[src/rtl/serial_tx_pkg.sv]
package serial_tx_pkg;

    typedef enum logic [1:0] {
        ST_IDLE,
        ST_START,
        ST_DATA,
        ST_STOP
    } tx_state_e;

    localparam int TICKS_FAST = 16;
    localparam int TICKS_SLOW = 64;

endpackage

[src/rtl/serial_tx_baud.sv]
module serial_tx_baud #(
    parameter int DIV_W = 8,
    parameter int FAST  = 16,
    parameter int SLOW  = 64
) (
    input  logic             clk,
    input  logic             rst_n,
    input  logic             run,
    input  logic [DIV_W-1:0] divisor,
    input  logic             hi_speed,
    output logic             bit_done
);
    localparam int SUB_W = $clog2(SLOW);

    logic [DIV_W-1:0] pre_cnt;
    logic [SUB_W-1:0] sub_cnt;
    logic [SUB_W-1:0] sub_last;
    logic             tick;

    // ticks per bit minus one, picked by the speed select
    assign sub_last = hi_speed ? SUB_W'(FAST - 1) : SUB_W'(SLOW - 1);
    assign tick     = run && (pre_cnt == divisor);
    assign bit_done = tick && (sub_cnt == sub_last);

    always_ff @(posedge clk) begin
        if (!rst_n || !run) begin
            pre_cnt <= '0;
            sub_cnt <= '0;
        end else if (tick) begin
            pre_cnt <= '0;
            sub_cnt <= (sub_cnt == sub_last) ? '0 : sub_cnt + 1'b1;
        end else begin
            pre_cnt <= pre_cnt + 1'b1;
        end
    end

endmodule

[src/rtl/serial_tx_hold.sv]
module serial_tx_hold #(
    parameter int WORD_W = 9
) (
    input  logic              clk,
    input  logic              rst_n,
    input  logic              active,
    input  logic              wr_en,
    input  logic [WORD_W-1:0] wr_word,
    input  logic              take,
    output logic              full,
    output logic [WORD_W-1:0] word
);
    always_ff @(posedge clk) begin
        if (!rst_n) begin
            full <= 1'b0;
            word <= '0;
        end else if (!active) begin
            full <= 1'b0;          // flush; writes ignored while disabled
        end else if (wr_en) begin
            full <= 1'b1;          // a write beside a take keeps the new word
            word <= wr_word;
        end else if (take) begin
            full <= 1'b0;
        end
    end

endmodule

[src/rtl/serial_tx_fsm.sv]
module serial_tx_fsm
    import serial_tx_pkg::*;
#(
    parameter int DATA_W = 8
) (
    input  logic            clk,
    input  logic            rst_n,
    input  logic            active,
    input  logic            hold_full,
    input  logic [DATA_W:0] hold_word,
    input  logic            nine_bit,
    input  logic            bit_done,
    output logic            take,
    output logic            run,
    output logic            txd,
    output logic            idle
);
    localparam int WORD_W = DATA_W + 1;
    localparam int IDX_W  = $clog2(WORD_W + 1);

    tx_state_e         state_q, state_d;
    logic [WORD_W-1:0] shift_q;
    logic [IDX_W-1:0]  idx_q;
    logic [IDX_W-1:0]  last_idx;
    logic              nine_q;
    logic              load;

    assign load     = (state_q == ST_IDLE) && active && hold_full;
    assign last_idx = nine_q ? IDX_W'(DATA_W) : IDX_W'(DATA_W - 1);

    // next-state logic
    always_comb begin
        state_d = state_q;
        unique case (state_q)
            ST_IDLE:  if (load)     state_d = ST_START;   // LOAD
            ST_START: if (bit_done) state_d = ST_DATA;    // BIT_END
            ST_DATA:  if (bit_done && idx_q == last_idx)
                                    state_d = ST_STOP;    // LAST_DATA
            ST_STOP:  if (bit_done) state_d = ST_IDLE;    // FRAME_END
            default:                state_d = ST_IDLE;
        endcase
        if (!active) state_d = ST_IDLE;                   // ABORT
    end

    // state register
    always_ff @(posedge clk) begin
        if (!rst_n) state_q <= ST_IDLE;
        else        state_q <= state_d;
    end

    // shifter and bit index
    always_ff @(posedge clk) begin
        if (!rst_n) begin
            shift_q <= '0;
            idx_q   <= '0;
            nine_q  <= 1'b0;
        end else if (load) begin
            shift_q <= hold_word;
            idx_q   <= '0;
            nine_q  <= nine_bit;
        end else if (state_q == ST_DATA && bit_done) begin
            shift_q <= shift_q >> 1;
            idx_q   <= idx_q + 1'b1;
        end
    end

    // outputs
    always_comb begin
        take = load;
        run  = (state_q != ST_IDLE);
        idle = (state_q == ST_IDLE);
        unique case (state_q)
            ST_IDLE:  txd = 1'b1;
            ST_START: txd = 1'b0;
            ST_DATA:  txd = shift_q[0];
            ST_STOP:  txd = 1'b1;
            default:  txd = 1'b1;
        endcase
    end

endmodule

[src/rtl/serial_tx_dbuf.sv]
module serial_tx_dbuf
    import serial_tx_pkg::*;
#(
    parameter int DATA_W = 8,
    parameter int DIV_W  = 8
) (
    input  logic              clk,
    input  logic              rst_n,
    input  logic              port_en,
    input  logic              tx_en,
    input  logic              nine_bit,
    input  logic              hi_speed,
    input  logic [DIV_W-1:0]  divisor,
    input  logic              int_en,
    input  logic              wr_en,
    input  logic [DATA_W-1:0] wr_data,
    input  logic              ninth_in,
    output logic              txd,
    output logic              buf_empty,
    output logic              shift_empty,
    output logic              irq
);
    localparam int WORD_W = DATA_W + 1;

    logic              active;
    logic              hold_full;
    logic [WORD_W-1:0] hold_word;
    logic              take;
    logic              run;
    logic              bit_done;
    logic              fsm_idle;

    assign active = port_en && tx_en;

    serial_tx_hold #(.WORD_W(WORD_W)) u_hold (
        .clk     (clk),
        .rst_n   (rst_n),
        .active  (active),
        .wr_en   (wr_en),
        .wr_word ({ninth_in, wr_data}),
        .take    (take),
        .full    (hold_full),
        .word    (hold_word)
    );

    serial_tx_baud #(.DIV_W(DIV_W), .FAST(TICKS_FAST), .SLOW(TICKS_SLOW)) u_baud (
        .clk      (clk),
        .rst_n    (rst_n),
        .run      (run),
        .divisor  (divisor),
        .hi_speed (hi_speed),
        .bit_done (bit_done)
    );

    serial_tx_fsm #(.DATA_W(DATA_W)) u_fsm (
        .clk       (clk),
        .rst_n     (rst_n),
        .active    (active),
        .hold_full (hold_full),
        .hold_word (hold_word),
        .nine_bit  (nine_bit),
        .bit_done  (bit_done),
        .take      (take),
        .run       (run),
        .txd       (txd),
        .idle      (fsm_idle)
    );

    assign buf_empty   = active && !hold_full;
    assign shift_empty = fsm_idle;
    assign irq         = buf_empty && int_en;

endmodule

[config.mk]
export PLATFORM = sky130hd
export DESIGN_NAME = serial_tx_dbuf
export DESIGN_NICKNAME = d
export VERILOG_FILES = /design/src/rtl/serial_tx_pkg.sv /design/src/rtl/serial_tx_baud.sv /design/src/rtl/serial_tx_hold.sv /design/src/rtl/serial_tx_fsm.sv /design/src/rtl/serial_tx_dbuf.sv
export SDC_FILE = /design/constraint.sdc
export NUM_CORES = 1
export LEC_CHECK = 0
export BUFFER_PORTS_ARGS = -buffer_cell sky130_fd_sc_hd__buf_2
export CORE_UTILIZATION = 60
export CTS_CLUSTER_DIAMETER = 120
export DETAILED_ROUTE_END_ITERATION = 8
export PLACE_DENSITY = 0.84
export SYNTH_ARGS = -nofsm -noshare
export SYNTH_HDL_FRONTEND = slang
export SYNTH_SLANG_ARGS = --single-unit
[constraint.sdc]
create_clock -name clk -period 4.7 [get_ports clk]
set_input_delay 0.47 -clock clk [delete_from_list [all_inputs] [get_ports clk]]
set_output_delay 0.47 -clock clk [all_outputs]
set_load 0.01 [all_outputs]
## Word-level counts from Yosys, hierarchy flattened

Cells that the tools add are included.

| operators by class | value |
|---|---|
| $add $sub $neg | 3 |
| eq/ne operators | 10 |
| multiplexer cells | 13 |
| bitwise gates (word level) | 1 |
| reduce and logical (&&, ||, !) cells | 23 |

Operators by type and width:

| kind | number |
|---|---|
| 9-bit two-way mux | 2 |
| 6-bit two-way mux | 2 |
| 1-bit logical AND | 9 |
| 8-bit by 1-bit adder with 8-bit output (second input constant) | 1 |
| 8-bit equality test | 1 |
| 2-bit two-way mux | 4 |
| 2-bit by 1-bit != test with 1-bit output (second input constant) | 4 |
| 2-bit case mux with 4 select lines | 1 |
| 6-bit by 1-bit adder with 6-bit output (second input constant) | 1 |
| 6-bit equality test | 1 |
| 2-bit nonzero test | 3 |
| 2-bit OR reduction | 3 |
| 4-bit by 1-bit adder with 4-bit output (second input constant) | 1 |
| 2-bit equality test (second input constant) | 2 |
| 4-bit equality test | 1 |
| 4-bit two-way mux | 1 |
| 2-bit AND reduction | 2 |
| 4-bit AND reduction | 1 |
| 1-bit zero test | 3 |
| 1-bit case mux with 3 select lines | 1 |
| 2-bit by 1-bit equality test with 1-bit output (second input constant) | 1 |
| 2-bit zero test | 1 |
| 1-bit two-way mux | 2 |
| 1-bit logical OR | 1 |
| 1-bit NOT | 1 |

| word-level totals | value |
|---|---|
| register bits after elaboration | 40 |
| bits of input ports | 25 |

## Depth between registers and ports, before layout

Gate-level depths: netlist of run 1.

| depth | value |
|---|---|
| word-level depth | 6 |
| gate-level depth with buffers | 8 |
| mapped depth without buffers | 7 |

## By module

Synthesis of run 1 repeated with hierarchy kept, for this count alone.

| unflattened totals | value |
|---|---|
| cells, all modules | 232 |
| area, all modules | 2052.0 µm² |

By module, submodules not included:

| module | times used | cells each | area an instance (µm²) | seq. area each (µm²) |
|---|---|---|---|---|
| serial_tx_fsm | 1 | 100 | 849.6 | 320.3 |
| serial_tx_baud | 1 | 84 | 777.0 | 280.3 |
| serial_tx_hold | 1 | 45 | 399.1 | 200.2 |
| serial_tx_dbuf | 1 | 3 | 26.3 | 0.0 |

## Worst setup path after synthesis of run 1

OpenSTA, ideal clock, no wires.

| timing | value |
|---|---|
| kind | input -> register |
| start | input port hi_speed |
| end | register u_fsm.state_q[1] |
| library setup time | 0.072 ns |
| arrival time | 1.813 ns |
| data required time | 4.628 ns |
| setup slack | 2.816 ns |
| cell stages on the path | 5 |
| cells stage by stage | or3b_4 > a21oi_4 > nand4_1 > a222oi_1 > mux2i_1 |

| between the ends | value |
|---|---|
| cells in the longest elaborated chain, start to end | 6 |

RTL lines:

| element | line | source |
|---|---|---|
| start, declared | serial_tx_dbuf.sv:12 | `input logic hi_speed,` |
| 6-bit two-way mux (*) | serial_tx_baud.sv:21 | `assign sub_last = hi_speed ? SUB_W'(FAST - 1) : SUB_W'(SLOW - 1);` |
| 6-bit equality test (*) | serial_tx_baud.sv:23 | `assign bit_done = tick && (sub_cnt == sub_last);` |
| 1-bit logical AND (*) | serial_tx_baud.sv:23 |  |
| 1-bit logical AND | serial_tx_fsm.sv:37 | `ST_DATA: if (bit_done && idx_q == last_idx)` |
| 2-bit by 1-bit != test with 1-bit output (no line) | - |  |
| 4-bit AND reduction (no line) (*) | - |  |
| end signal, assigned | serial_tx_fsm.sv:48 | `else state_q <= state_d;` |
| end, declared | serial_tx_fsm.sv:21 | `tx_state_e state_q, state_d;` |

Mark *: on every way between the ends. The rest lies on a longest branch, timed or not.
A chain may end at the register's enable or synchronous reset.

## Worst setup path after layout of run 1

| timing | value |
|---|---|
| start | register u_fsm.state_q[0] |
| end | register u_fsm.state_q[1] |

| between the ends | value |
|---|---|
| cells in the longest elaborated chain, start to end | 6 |

RTL lines:

| element | line | source |
|---|---|---|
| 2-bit nonzero test | serial_tx_fsm.sv:70 | `run = (state_q != ST_IDLE);` |
| 1-bit logical AND | serial_tx_baud.sv:22 | `assign tick = run && (pre_cnt == divisor);` |
| 1-bit logical AND | serial_tx_baud.sv:23 |  |
| 1-bit logical AND | serial_tx_fsm.sv:37 |  |
| 2-bit by 1-bit != test with 1-bit output (no line) | - |  |
| 4-bit AND reduction (no line) | - |  |

Several ways; a longest one is shown, not always the timed one.

==> results.md, run 1 <==
Placement:
- The worst setup slack before clock tree synthesis is 2.34 ns.
- After legalization and detailed placement, the total HPWL measured ~2500 um.
- The final weighted congestion in routability-driven placement is around 0.75.
- In this run the cell area measured after placement is slightly above 2000 sq um.
- Including well taps, the total number of placed cells is 277.
- The number of buffer cells added on primary ports is 28.

Floorplanning:
- The die outline height is 58.4 um.
- The number of cell rows is 20.
- The full die area is 3410 sq um.
- The initial standard-cell utilization of the core is between 60% and 70%.
- The count of boundary I/O pins is 29.
- The overall die width is ~58 um.
- The area of the core is 3030 sq um.

STA:
- The setup clock skew after layout is 0.0104 ns.
- The worst path needs 2.34 ns of the cycle, external delays included.
- The number of hold-slack violations in the final timing report is 0.
- In this run the tightest slew margin relative to its limit is 50.7%.
- The transition at the pin with the smallest max-transition slack is 0.737 ns.
- The maximum clock frequency is 0.428 GHz.
- Setup violations remaining at the end of the flow were counted as 0.
- Hold timing on the final database bottoms out at a slack of 0.344 ns.
- After layout, the worst path uses 49.7% of the clock period.
- After layout, the worst setup slack is ~2.4 ns.
- Setup repair after global routing left no endpoint under its margin.
- The number of max-slew violations in the final report is 0.
- Setup total negative slack on the finished layout was measured at 0 ns.

Power and ir drop:
- The power density of the placed cells is 266 nW/um^2.
- The standby leakage power is between 0.9 and 1 nW.
- The overall power is 0.569 mW.
- IR analysis of the VDD net gives a maximum drop of around 0.19 mV.

Clock tree:
- The clock passes through at most 2 buffers.
- Counting every sink on the clock net gives 40.
- In this run the number of H-tree levels came out at 2.
- The clock network latency to the later pin of the worst-skew pair is 0.36 ns.
- The TritonCTS buffer count is 5.
- The CTS tree is done.
- Once the clock tree was built, the setup fixing pass inserted 0 buffers.
- Clock-pin slew was measured on the worst setup and hold paths at 0.13 ns.
- The cell at the root of the clock tree is sky130_fd_sc_hd__clkbuf_4.
- Post-CTS repair changed the size of 0 cells.
- In this run, post-CTS hold repair placed 0 buffers.

GRT:
- The all-layer global routing usage is 22.1%.
- The number of antenna violations at the first check in global routing is 0.
- The first global-routing pass estimated 5670 um of wire.
- The via count of the first global-routing pass is 1318.
- The total global routing overflow is 0.
- Entering global routing, the biggest net connects 24 pins.

Routing:
- The met1 layer wirelength in the final routing is roughly 1700 um.
- The starting DRC count in detailed routing is 64.
- The detailed-route via count is 1529.
- In this run the top signal layer used is met4.
- For this run, the detailed router's first-pass iteration total came to 4.
- Summed over all layers, the routed wires come to ~3400 um.
- The wire length on met3 is 112 um.
- The via-per-instance ratio is 5.36.
- The routed wirelength normalized by instance count is 11.8 um.
- In this run the remaining antenna-violating nets after routing total 0.
- The count of unresolved DRC violations after routing is 0.
- The met2 wire length is 1550 um.

Synthesis:
- The number of distinct library cell variants in the gate-level netlist after synthesis is 38.
- The sequential element share of the synthesized area is 42.0%.
- The post-synthesis net count is 244.
- Yosys mapped a number of flops with a built-in enable equal to 0.
- The average instance in the mapped netlist occupies 8.99 sq um.
- The flip-flop and latch count after synthesis is 40.
- Synthesis produced a netlist whose cell count is 212.
- The post-synth design cell area is 1910 sq um.
- The Yosys step of the flow raised 0 warnings.
- Counting flops with an async set or reset pin after synthesis yields a share of 0%.
- The most used flip-flop cell after synthesis is sky130_fd_sc_hd__dfxtp_1.

Finish:
- The signed area change from the synthesized netlist to the final layout is 12.2%.
- The number of inserted filler cells in the final layout is around 250.
- The number of antenna diodes in the final layout is 0.
- The finished layout holds 285 standard cells, fillers aside.
- The utilization after layout is 70.7%.
- Cells with a size suffix above 1 make up 17.8% of the layout.
- The post-route cell area is roughly 2100 sq um.
- After the last flow step, the layout net total stands at approximately 270.

Worst setup path:
- STA classifies the critical path startpoint as a register.
- The required time of the critical path is 4.99 ns.
- The nature of the critical path endpoint is a register.
- Data arrives at the worst endpoint at about 2.6 ns.
- Of all nets on the critical path, the largest fanout is 21.
- The critical path is of the reg2reg type.

Run status:
- The run finished with clean final reports.

Flow run:
- Max-cap violations in this run came to 0.

Worst hold path:
- The worst hold-check path type is in2reg.
-- critical path: stages, from the launching register on --
cell and delay, ns:
sky130_fd_sc_hd__dfxtp_1 0.36, sky130_fd_sc_hd__inv_1 0.09, sky130_fd_sc_hd__ha_1 0.33, sky130_fd_sc_hd__nand4_1 0.64, sky130_fd_sc_hd__a222oi_1 0.61, sky130_fd_sc_hd__mux2i_1 0.24
-- layer usage --
metal | GRT usage (%) | up-vias
met5 | 0 | -
met4 | 7.14 | 0
met3 | 7.25 | 6
met2 | 36.1 | 27
met1 | 27.9 | 703
li1 | - | 793
-- layout make-up --
cell class              instances  area, sq um  share of cell area [%]
clock buffers                   6         51.3                    2.40
clock inverters                 2         15.0                   0.702
inverters                       6         22.5                    1.05
multi-input cells             159         1050                    49.3
flip-flops and latches         40          801                    37.4
well taps                      44         55.1                    2.57
repair buffers                 28          140                    6.55
-- flip-flops by register name (all words and copies together), names as in the netlist --
register,flops
u_fsm.shift_q,9
u_hold.word,9
u_baud.pre_cnt,8
u_baud.sub_cnt,6
u_fsm.idx_q,4
u_fsm.state_q,2
u_fsm.nine_q,1
u_hold.full,1
-- cell usage in the layout (no fill, tap or decap), types with 2 or more instances in the layout --
| cell type | Yosys | final |
|---|---|---|
| sky130_fd_sc_hd__dfxtp_1 | 40 | 40 |
| sky130_fd_sc_hd__nand2_1 | 29 | 29 |
| sky130_fd_sc_hd__buf_2 | 2 | 28 |
| sky130_fd_sc_hd__nor2_1 | 15 | 15 |
| sky130_fd_sc_hd__a21oi_1 | 14 | 14 |
| sky130_fd_sc_hd__xor2_1 | 12 | 12 |
| sky130_fd_sc_hd__o21ai_0 | 12 | 12 |
| sky130_fd_sc_hd__mux2i_1 | 11 | 11 |
| sky130_fd_sc_hd__a21boi_0 | 11 | 11 |
| sky130_fd_sc_hd__nand3_1 | 8 | 8 |
| sky130_fd_sc_hd__ha_1 | 7 | 7 |
| sky130_fd_sc_hd__inv_1 | 6 | 6 |
| sky130_fd_sc_hd__and3_1 | 6 | 6 |
| sky130_fd_sc_hd__clkbuf_4 | 0 | 5 |
| sky130_fd_sc_hd__or3_1 | 4 | 4 |
| sky130_fd_sc_hd__xnor2_1 | 4 | 4 |
| sky130_fd_sc_hd__nand4_1 | 3 | 3 |
| sky130_fd_sc_hd__nor3_1 | 2 | 2 |
| sky130_fd_sc_hd__nor2b_1 | 2 | 2 |
| sky130_fd_sc_hd__clkinvlp_4 | 0 | 2 |
-- final timing paths --
| kind | start | to | slack [ns] | cells past startpoint |
|---|---|---|---|---|
| setup / recovery | u_fsm.state_q[0] | u_fsm.state_q[1] | 2.36 | 5 |
| hold / removal | wr_data[1] | u_hold.word[1] | 0.34 | 3 |
| setup reg to reg | u_fsm.state_q[0] | u_fsm.state_q[1] | 2.36 | 5 |
| hold reg to reg | u_hold.word[0] | u_hold.word[0] | 0.48 | 2 |
-- cell families (layout without fill, tap and decap cells) --
logic type                 after synthesis  after routing  share of synthesized area, %
AOI/OAI and AO/OA                       46             46                          15.9
xor gates and xnor gates                16             16                          7.35
adders and majority gates                7              7                          4.59
buffers and inverters                   13             42                          2.69
DFF                                     40             40                          42.0
muxes                                   11             11                          5.77
and+or+nand+nor                         79             79                          21.7
-- cell usage after synthesis (all sizes together), types with 2 or more instances --
master,number,area share [%]
nand4,4,1.6
buf,2,0.52
and3,6,2.0
nor2,15,3.0
dfxtp,40,42
xor2,12,5.5
inv,6,1.2
a21boi,11,4.3
o21ai,12,3.1
nor3,3,1.4
or3,4,1.3
xnor2,4,1.8
nand2,29,5.7
ha,7,4.6
nor2b,2,0.66
nand3,8,2.1
mux2i,11,5.8
or3b,2,1.0
a21oi,15,4.5
clkbuf,5,0.98
-- power by group --
| group | total, mW | leakage [nW] | switching (mW) | internal, mW |
|---|---|---|---|---|
| clock network | 0.191 | 0.0305 | 0.119 | 0.0726 |
| registers | 0.345 | 0.323 | 0.00185 | 0.343 |
| logic | 0.0334 | 0.550 | 0.0177 | 0.0157 |
Note: power is estimated with default switching activity, not from simulation.
==> run 2: changes to the inputs <==
--- a/config.mk
+++ b/config.mk
@@ -6,10 +6,10 @@
 export NUM_CORES = 1
 export LEC_CHECK = 0
 export BUFFER_PORTS_ARGS = -buffer_cell sky130_fd_sc_hd__buf_2
-export CORE_UTILIZATION = 60
+export CORE_UTILIZATION = 56
 export CTS_CLUSTER_DIAMETER = 120
 export DETAILED_ROUTE_END_ITERATION = 8
-export PLACE_DENSITY = 0.84
+export PLACE_DENSITY = 0.79
 export SYNTH_ARGS = -nofsm -noshare
 export SYNTH_HDL_FRONTEND = slang
 export SYNTH_SLANG_ARGS = --single-unit
==> constraint.sdc (replaced) <==
create_clock -name clk -period 2.3 [get_ports clk]
set_input_delay 0.23 -clock clk [delete_from_list [all_inputs] [get_ports clk]]
set_output_delay 0.23 -clock clk [all_outputs]
set_load 0.01 [all_outputs]
==> run 2 against run 1 <==
Compared with the run above:
- sequential cell count unchanged
- utilization down 1.5 points
- sequential share of layout area down 0.71 points
- count of clock-buffer cells in the layout down 1
- via count down 0.98%
- maximum frequency up 18%
- first-iteration DRC count up 53%
- non-clock buffer count up 3
- highest routed layer unchanged
- total power up 120%
- clock skew down 0.0025 ns
- die area up 6.9%
- critical path depth up 1
==> results.md, run 2 (synthesis gave the netlist of run 1 again) <==
Finish:
- The library cells used most frequently in the layout, excluding fill and tap cells, are sky130_fd_sc_hd__dfxtp_1 (40), sky130_fd_sc_hd__nand2_1 (29), sky130_fd_sc_hd__buf_2 (28), sky130_fd_sc_hd__nor2_1 (15), sky130_fd_sc_hd__a21oi_1 (14).
- The signed area change from the synthesized netlist to the final layout is 14.4%.
- The share of final-layout standard cells stronger than drive strength 1 is 18.9%.
- For this run, the share of the core covered by cells in the final layout is 69.2%.
- With fillers left out, the area of the finished cells amounts to 2180 sq um.
- The library cell used most frequently in the layout, excluding fill and tap cells, is sky130_fd_sc_hd__dfxtp_1.
- The largest registers in the layout are u_fsm.shift_q (9), u_hold.word (9), u_baud.pre_cnt (8).
- Leaving out filler cells and counting taps, the final layout contains 288.
- The diode insertion count for antenna repair is 0.
- At the end of the flow, the number of nets in the layout was 275.

STA:
- The period utilization is 86.3%.
- Derived from the worst setup path, the maximum achievable clock frequency is approximately 0.5 GHz.
- Across the routed clock network, the largest skew measured is 0.00796 ns.
- The number of max-slew violations in the final report is 0.
- Setup repair after global routing left no endpoint under its margin.
- For the pin with the worst max-slew slack, the measured transition is 0.412 ns.
- The routed design could run at a clock period as short as 1.99 ns.
- Adding up every negative setup slack in the final design gives 0 ns.
- The worst relative slew slack is 72.5%.
- The count of final setup violators is 0.
- The number of hold-slack violations in the final timing report came to 0.

Routing:
- The detailed router placed 1514 vias in this run.
- The sum of routed wire length over all layers is between 3000 and 4000 um.
- In this run the remaining antenna-violating nets after routing total 0.
- The first routing iteration left 98 violations.
- After detailed routing, the average wire length per cell comes to 11.9 um.
- The via-per-instance ratio is 5.26.
- The count of unresolved DRC violations after routing is 0.
- The pre-antenna-repair detailed-routing pass consisted of 4 iterations.

Clock tree:
- The clock network latency to the later pin of the worst-skew pair is 0.35 ns.
- After clock tree synthesis, the setup repair step added 0 buffers.
- TritonCTS built the clock tree.
- The clock sink count is 40.
- TritonCTS created 5 clock buffers.
- The cell at the root of the clock tree is sky130_fd_sc_hd__clkbuf_4.
- The total of cells resized after clock tree synthesis is 0.
- In this run the number of H-tree levels came out at 2.
- The longest clock path from root to sink contains 2 buffers.
- Hold repair after CTS inserted 0 buffers.
- The clock transition at the registers of the reported paths is around 0.13 ns.

GRT:
- Global routing used ~22% of the available tracks.
- For met1 alone, demand over resource in global routing was 27.0%.
- The number of antenna violations at the first check in global routing is 0.
- The global routing stage identified its most utilized layer as met2.
- The via count of the first global-routing pass came to approximately 1400.
- Global routing finished with a remaining overflow of 0.
- The global routing met2 resource utilization is 36.9%.
- The met3 track demand over resource in global routing is 6.61%.
- The maximum number of pins on one net before global-route repair is 24.
- The first global-routing pass estimated ~6000 um of wire.

Run status:
- The flow ran to the end, and the final reports show no timing, DRC or antenna violations.

Floorplanning:
- The number of cell rows is 20.
- Measured along the y axis, the die boundary spans ~60 um.
- The overall die width is slightly above 60 um.
- The full die area is 3640 sq um.
- The count of boundary I/O pins is 29.
- The initial standard-cell utilization of the core is 60.5%.
- The area of the core is 3150 sq um.

Placement:
- Buffers placed on the I/O ports in this run total 28.
- Including well taps, the total number of placed cells is 280.
- Detailed placement ended at an HPWL of 2560 um.
- The final weighted congestion in routability-driven placement is 0.828.
- The area of placed instances is 2100 sq um.

Power and ir drop:
- The share of power burned in the clock network is between 30% and 40%.
- Of the total power, combinational logic draws 5.5%.
- The part of the total power dissipated in sequential elements is 56.1%.
- Overall power consumption after layout is estimated at 1.25 mW.
- The worst-case IR drop observed on VDD is between 0.4 and 0.5 mV.
- The net switching component of the power is roughly 0.29 mW.
- Cell internal power was estimated by the tool at around 0.97 mW.
- The analysis attributes to cell leakage a power of ~0.93 nW.
- The power density of the placed cells is 575 nW/um^2.
- In this run switching power makes up between 20 and 25% of total power.

Worst hold path:
- The hold path startpoint is nine_bit.
- Along the worst hold path, the cell count comes to 3.
- The worst hold path belongs to the class in2reg.
- The end point of the most critical hold path is u_fsm.nine_q.

Worst setup path:
- The worst register-to-register path begins at u_fsm.state_q[0].
- The worst register-to-register path has a depth of 6.
- The capturing point of the worst reg2reg path is u_fsm.state_q[1].
- The worst setup path is launched from a register.
- STA classifies the critical path endpoint as a register.
- The setup slack of the worst register-to-register path is 0.31 ns.
- The required time of the critical path is 2.58 ns.
- In this run the worst path has a maximum fanout of 8.
- The critical path in this run is classified as reg2reg.
- The worst path arrival time is 2.27 ns.

Flow run:
- The tool flagged a number of max-cap violations equal to 0.
run 2: cell types whose count changed in the layout (fill, tap and decap cells not counted):
cell	before	now
sky130_fd_sc_hd__clkinv_4	0	2
sky130_fd_sc_hd__buf_4	0	3
sky130_fd_sc_hd__bufinv_16	0	1
sky130_fd_sc_hd__clkinvlp_4	2	0
sky130_fd_sc_hd__clkbuf_8	1	0
run 2: worst max path at each step:
stage                startpoint  cells past startpoint  slack (ns)                to
2_1_floorplan  u_fsm.state_q[0]                      6        0.50  u_fsm.state_q[1]
3_3_place_gp   u_fsm.state_q[0]                      6        0.42  u_fsm.state_q[1]
3_5_place_dp   u_fsm.state_q[0]                      6        0.37  u_fsm.state_q[1]
4_1_cts        u_fsm.state_q[0]                      6        0.33  u_fsm.state_q[1]
5_1_grt        u_fsm.state_q[0]                      6        0.19  u_fsm.state_q[1]
6_report       u_fsm.state_q[0]                      6        0.31  u_fsm.state_q[1]
run 2: cell type report:
| type | count | area [sq um] |
|---|---|---|
| Clock buffer | 5 | 37.5 |
| Sequential cell | 40 | 801 |
| Clock inverter | 3 | 47.5 |
| Inverter | 6 | 22.5 |
| Tap cell | 44 | 55.1 |
| Multi-Input combinational cell | 159 | 1050 |
| Timing Repair Buffer | 31 | 163 |
| Fill cell | 280 | 972 |
run 2: per-stage QoR:
stage | hold WS, ns | worst slack [ns]
3_3_place_gp | 0.449 | 0.420
4_1_cts | 0.104 | 0.326
5_1_grt | 0.0956 | 0.192
3_5_place_dp | 0.457 | 0.367
6_report | 0.114 | 0.314
2_1_floorplan | 0.354 | 0.504
run 2: per-layer routing:
metal	up-vias	share of wire, %	wire length, um
met3	4	3.3	114
li1	801	-	-
met5	-	0	0
met1	681	49	1660
met2	28	47	1600
met4	0	1.3	44
run 2: critical path: stages, from the launching register on:
cell and delay (ns):
sky130_fd_sc_hd__dfxtp_1 0.41, sky130_fd_sc_hd__inv_1 0.08, sky130_fd_sc_hd__ha_1 0.29, sky130_fd_sc_hd__nor2_1 0.28, sky130_fd_sc_hd__nand4_1 0.17, sky130_fd_sc_hd__a222oi_1 0.48, sky130_fd_sc_hd__mux2i_1 0.22
run 2: power groups by stage:
stage / Combinational, mW / Clock, mW / Sequential (mW)
after floorplan: 0.0377 / 0 / 0.718
after global placement: 0.0678 / 0 / 0.719
after detailed placement: 0.0700 / 0 / 0.720
after CTS: 0.0703 / 0.491 / 0.704
after global routing: 0.0773 / 0.526 / 0.705
final: 0.0694 / 0.481 / 0.704
==> run 3: changes to the inputs <==
--- a/config.mk
+++ b/config.mk
@@ -5,11 +5,13 @@
 export SDC_FILE = /design/constraint.sdc
 export NUM_CORES = 1
 export LEC_CHECK = 0
+export ABC_AREA = 1
 export BUFFER_PORTS_ARGS = -buffer_cell sky130_fd_sc_hd__buf_2
 export CORE_UTILIZATION = 56
 export CTS_CLUSTER_DIAMETER = 120
 export DETAILED_ROUTE_END_ITERATION = 8
-export PLACE_DENSITY = 0.79
+export PLACE_DENSITY = 0.78
+export SLEW_MARGIN = 10
 export SYNTH_ARGS = -nofsm -noshare
 export SYNTH_HDL_FRONTEND = slang
 export SYNTH_SLANG_ARGS = --single-unit
==> run 3 against run 2 <==
Compared with the run above:
- sequential power is essentially flat
- via count grew 19%
- routed wire length grew 14%
- critical path depth grew 2
- combinational power grew 11%
- cell count grew 29%
- die area grew 7.5%
- non-clock buffer count shrank 3
- critical endpoint is now u_baud.sub_cnt[0]
==> results.md, run 3 <==
Worst setup path:
- The launching element type of the critical path is a register.
- At the worst endpoint, the arrival time is 2.20 ns.
- Together, buffers and inverters on the worst path number 1.
- The kind of cell with the highest combined delay on the critical path is simple AND/OR/NAND/NOR gates.
- The worst setup path category is reg2reg.
- The capturing point of the worst reg2reg path is u_baud.sub_cnt[0].
- The largest individual stage delay along the critical path comes from the cell sky130_fd_sc_hd__dfxtp_1.
- The setup slack of the worst register-to-register path is about 0.39 ns.
- In this design, the critical path's most frequently occurring cell is sky130_fd_sc_hd__a21oi_1.
- For this run, the slowest stage of the critical path takes between 0.4 and 0.5 ns.
- The critical path goes through inv_1 -> ha_1 -> a21oi_1 -> nand3_2 -> nor2_4 -> nand2_2 -> or2_2 -> a21oi_1.
- In this run the worst path has a maximum fanout of 12.
- The depth of the worst register-to-register path is 8.
- In this run the worst setup path begins at u_fsm.state_q[0].
- The launch instance of the worst register-to-register path is u_fsm.state_q[0].
- The worst setup path is captured at a register.
- Data on the critical path is required at its endpoint by ~2.6 ns.

Synthesis:
- The top cell type by area accounts for 39.0% of the synthesized area.
- The sequential element share of the synthesized area is 39.0%.
- The flip-flop and latch count after synthesis is 40.
- After synthesis, the cell types taking the most area are sky130_fd_sc_hd__dfxtp_1 (39%), sky130_fd_sc_hd__nand2_1 (14%), sky130_fd_sc_hd__nor2_1 (8.0%).
- The most used flip-flop cell after synthesis is sky130_fd_sc_hd__dfxtp_1.
- Ranked by instance count, the synthesized netlist is headed by sky130_fd_sc_hd__nand2_1 (79), sky130_fd_sc_hd__nor2_1 (44), sky130_fd_sc_hd__dfxtp_1 (40).
- The number of enable-type register cells in the synthesized netlist is 0.
- The post-synthesis average cell area is between 6 and 7 sq um.
- Yosys instantiated no cell more often than sky130_fd_sc_hd__nand2_1.
- The cell count after synthesis came out at 295.
- During synthesis, Yosys emitted a total of 0 warnings.
- The post-synthesis net count is 327.
- After synthesis the cells add up to 2050 sq um.
- The leading area contributor after synthesis is sky130_fd_sc_hd__dfxtp_1.
- Of all flip-flops after synthesis, the portion carrying an async set or reset was 0%.
- The netlist uses 30 different library cells.

GRT:
- The all-layer global routing usage is a little under a quarter.
- The via count of the first global-routing pass came to 1667.
- The first global-routing pass estimated 7110 um of wire.
- Summed over all layers, the global routing overflow is 0.
- Entering global routing, the biggest net connects 17 pins.
- The number of antenna violations at the first check in global routing was 0.

Routing:
- The detailed-routing iteration count for the pre-antenna-repair pass is 4.
- Wire segments on met3 add up to 168 um in the final route.
- The starting DRC count in detailed routing is 95.
- After detailed routing, the average wire length per cell comes to 10.5 um.
- Wire segments on met2 add up to 1570 um in the final route.
- The sum of routed wire length over all layers is 3880 um.
- The count of unresolved DRC violations after routing is 0.
- The count of nets left with antenna violations once routing finished came out at 0.
- The via-per-instance ratio is 4.87.
- The top routing layer in use is met4.
- The detailed-route via count is 1807.
- After detailed routing, the wire length on met1 is 2070 um.

Placement:
- Once placement finished, the instance area stood at 2200 sq um.
- The worst setup slack before clock tree synthesis is 0.429 ns.
- The number of buffer cells added on primary ports is 28.
- At the end of routability-driven placement, the weighted congestion stood at slightly above 0.8.
- The post-detailed-placement half-perimeter wirelength is 2900 um.

Flow run:
- Across the run, the number of max-cap violations was 0.

Floorplanning:
- Once the floorplan was initialized, standard cells occupied 60.1% of the core.
- The overall die width is 62.6 um.
- The full die area is 3920 sq um.
- After floorplanning, the core was divided into 21 placement rows.
- The core region is 3420 sq um.
- The count of boundary I/O pins is 29.
- The die is 62.6 um tall.

Clock tree:
- The TritonCTS buffer count is 5.
- The clock transition at the registers of the reported paths is 0.11 ns.
- In this run the number of H-tree levels came out at 2.
- TritonCTS built the clock tree.
- The buffers inserted during post-CTS setup optimization is 0.
- The buffer depth of the longest clock path is 2.
- The number of hold buffers added after cts is 0.
- Clock tree synthesis selected as its root buffer the cell sky130_fd_sc_hd__clkbuf_4.
- The total of cells resized after clock tree synthesis is 0.
- The clock network latency to the later pin of the worst-skew pair is 0.36 ns.
- The clock sink count is 40.

STA:
- The worst relative slew slack is 71.2%.
- The period utilization is between 80 and 90%.
- Static timing analysis puts the maximum clock frequency at ~0.52 GHz.
- The setup clock skew after layout is 0.00864 ns.
- Setup repair after global routing left no endpoint under its margin.
- The worst path in the final design needs a cycle of around 1.9 ns, including I/O delays and setup.
- The sum of negative setup slack is 0 ns.
- The transition at the pin with the smallest max-transition slack is 0.432 ns.
- The number of max-slew violations in the final report was 0.
- The number of hold-slack violations in the final timing report came to 0.
- Setup violations remaining at the end of the flow were counted as 0.
- Once routing completed, OpenROAD measured the worst setup slack at a little under 0.4 ns.

Worst hold path:
- The tightest min-delay check is of the in2reg type.
- Counting instances, the worst hold path has a depth of 3.
- The hold path startpoint is nine_bit.
- The worst hold path terminates at u_fsm.nine_q.

Finish:
- The library cells used most frequently in the layout, excluding fill and tap cells, are sky130_fd_sc_hd__nand2_1 (79), sky130_fd_sc_hd__nor2_1 (44), sky130_fd_sc_hd__dfxtp_1 (40), sky130_fd_sc_hd__inv_1 (29), sky130_fd_sc_hd__buf_2 (28).
- The library cell used most frequently in the layout, excluding fill and tap cells, is sky130_fd_sc_hd__nand2_1.
- The share of final-layout standard cells stronger than drive strength 1 is approximately 15%.
- The multi-input combinational cells in the finished layout cover a total of ~1100 sq um.
- Registers take 801 sq um.
- The number of inserted filler cells in the final layout is 319.
- The post-route cell area is 2260 sq um.
- The signed area change from the synthesized netlist to the final layout is 10.2%.
- The largest registers in the layout are u_fsm.shift_q (9), u_hold.word (9), u_baud.pre_cnt (8).
- The net count of the finished layout is about 360.
- The number of antenna diodes in the final layout is 0.

Run status:
- The run finished with clean final reports.

Power and ir drop:
- IR analysis of the VDD net gives a maximum drop of 0.351 mV.
- Dividing total power by cell area gives a power density of 510 nW/um^2.
- The standby leakage power is 0.951 nW.
[run 3: cell types whose count changed after synthesis, moves of 4 or more]
cell | before | now
sky130_fd_sc_hd__inv_2 | 0 | 4
sky130_fd_sc_hd__mux2i_1 | 11 | 0
sky130_fd_sc_hd__o21ai_0 | 12 | 7
sky130_fd_sc_hd__and3_1 | 6 | 0
sky130_fd_sc_hd__a21oi_1 | 14 | 24
sky130_fd_sc_hd__nor2_1 | 15 | 44
sky130_fd_sc_hd__a21boi_0 | 11 | 0
sky130_fd_sc_hd__xnor2_1 | 4 | 0
sky130_fd_sc_hd__nor3b_1 | 0 | 4
sky130_fd_sc_hd__xor2_1 | 12 | 8
sky130_fd_sc_hd__nand2_1 | 29 | 79
sky130_fd_sc_hd__inv_1 | 6 | 29
sky130_fd_sc_hd__nand3_1 | 8 | 22
[run 3: logic make-up (layout without fill, tap and decap cells)]
kind of cell	Yosys count	after routing	share of synthesized area [%]
compound gates	33	33	8.22
buf+inv	39	69	8.34
xor+xnor	8	8	3.41
simple gates	168	168	36.8
fa+ha+maj	7	7	4.26
flops	40	40	39.0
[run 3: layout make-up]
type / instances / area share (%)
Multi-Input combinational cell: 216 / 47.8
Sequential cell: 40 / 35.4
Timing Repair Buffer: 28 / 6.19
Inverter: 33 / 5.47
Clock buffer: 8 / 2.60
Tap cell: 46 / 2.54
[run 3: layer usage]
metal  vias to the layer above  track usage [%]
met5                         -                0
met4                         0             9.59
met3                         7             5.47
met2                        35             32.7
met1                       773             32.3
li1                        992                -
[run 3: worst max path at each step]
stage / to / slack [ns] / cells after the start
detailed placement: u_fsm.shift_q[3] / 0.43 / 10
global placement: u_fsm.shift_q[4] / 0.51 / 10
finish: u_baud.sub_cnt[0] / 0.39 / 8
global route: u_fsm.shift_q[3] / 0.19 / 10
CTS: u_baud.sub_cnt[0] / 0.40 / 8
floorplan: u_fsm.shift_q[6] / 0.51 / 11
[run 3: power by group]
part	switching [mW]	internal, mW	leakage [nW]	total (mW)
logic	0.0450	0.0320	0.595	0.0770
registers	0.00476	0.701	0.323	0.705
clock network	0.222	0.151	0.0326	0.373
[run 3: worst register-to-register path: cells and delay by family, from the launching register on]
kind | cells | cell delay, ns
AO/OA/AOI/OAI | 2 | 0.31
adder cells (fa/ha/maj) | 1 | 0.29
buffers and inverters | 1 | 0.08
flip-flops | 1 | 0.41
AND/OR/NAND/NOR | 4 | 0.76
[run 3: per-stage QoR]
step	std cells	utilization, %	hold slack, ns	power [mW]
after floorplan	295	-	0.396	0.767
after global placement	363	64.5	0.442	0.796
after detailed placement	363	64.5	0.454	0.798
after CTS	371	66.3	0.126	1.17
after global routing	371	66.3	0.141	1.20
final	371	66.3	0.123	1.16
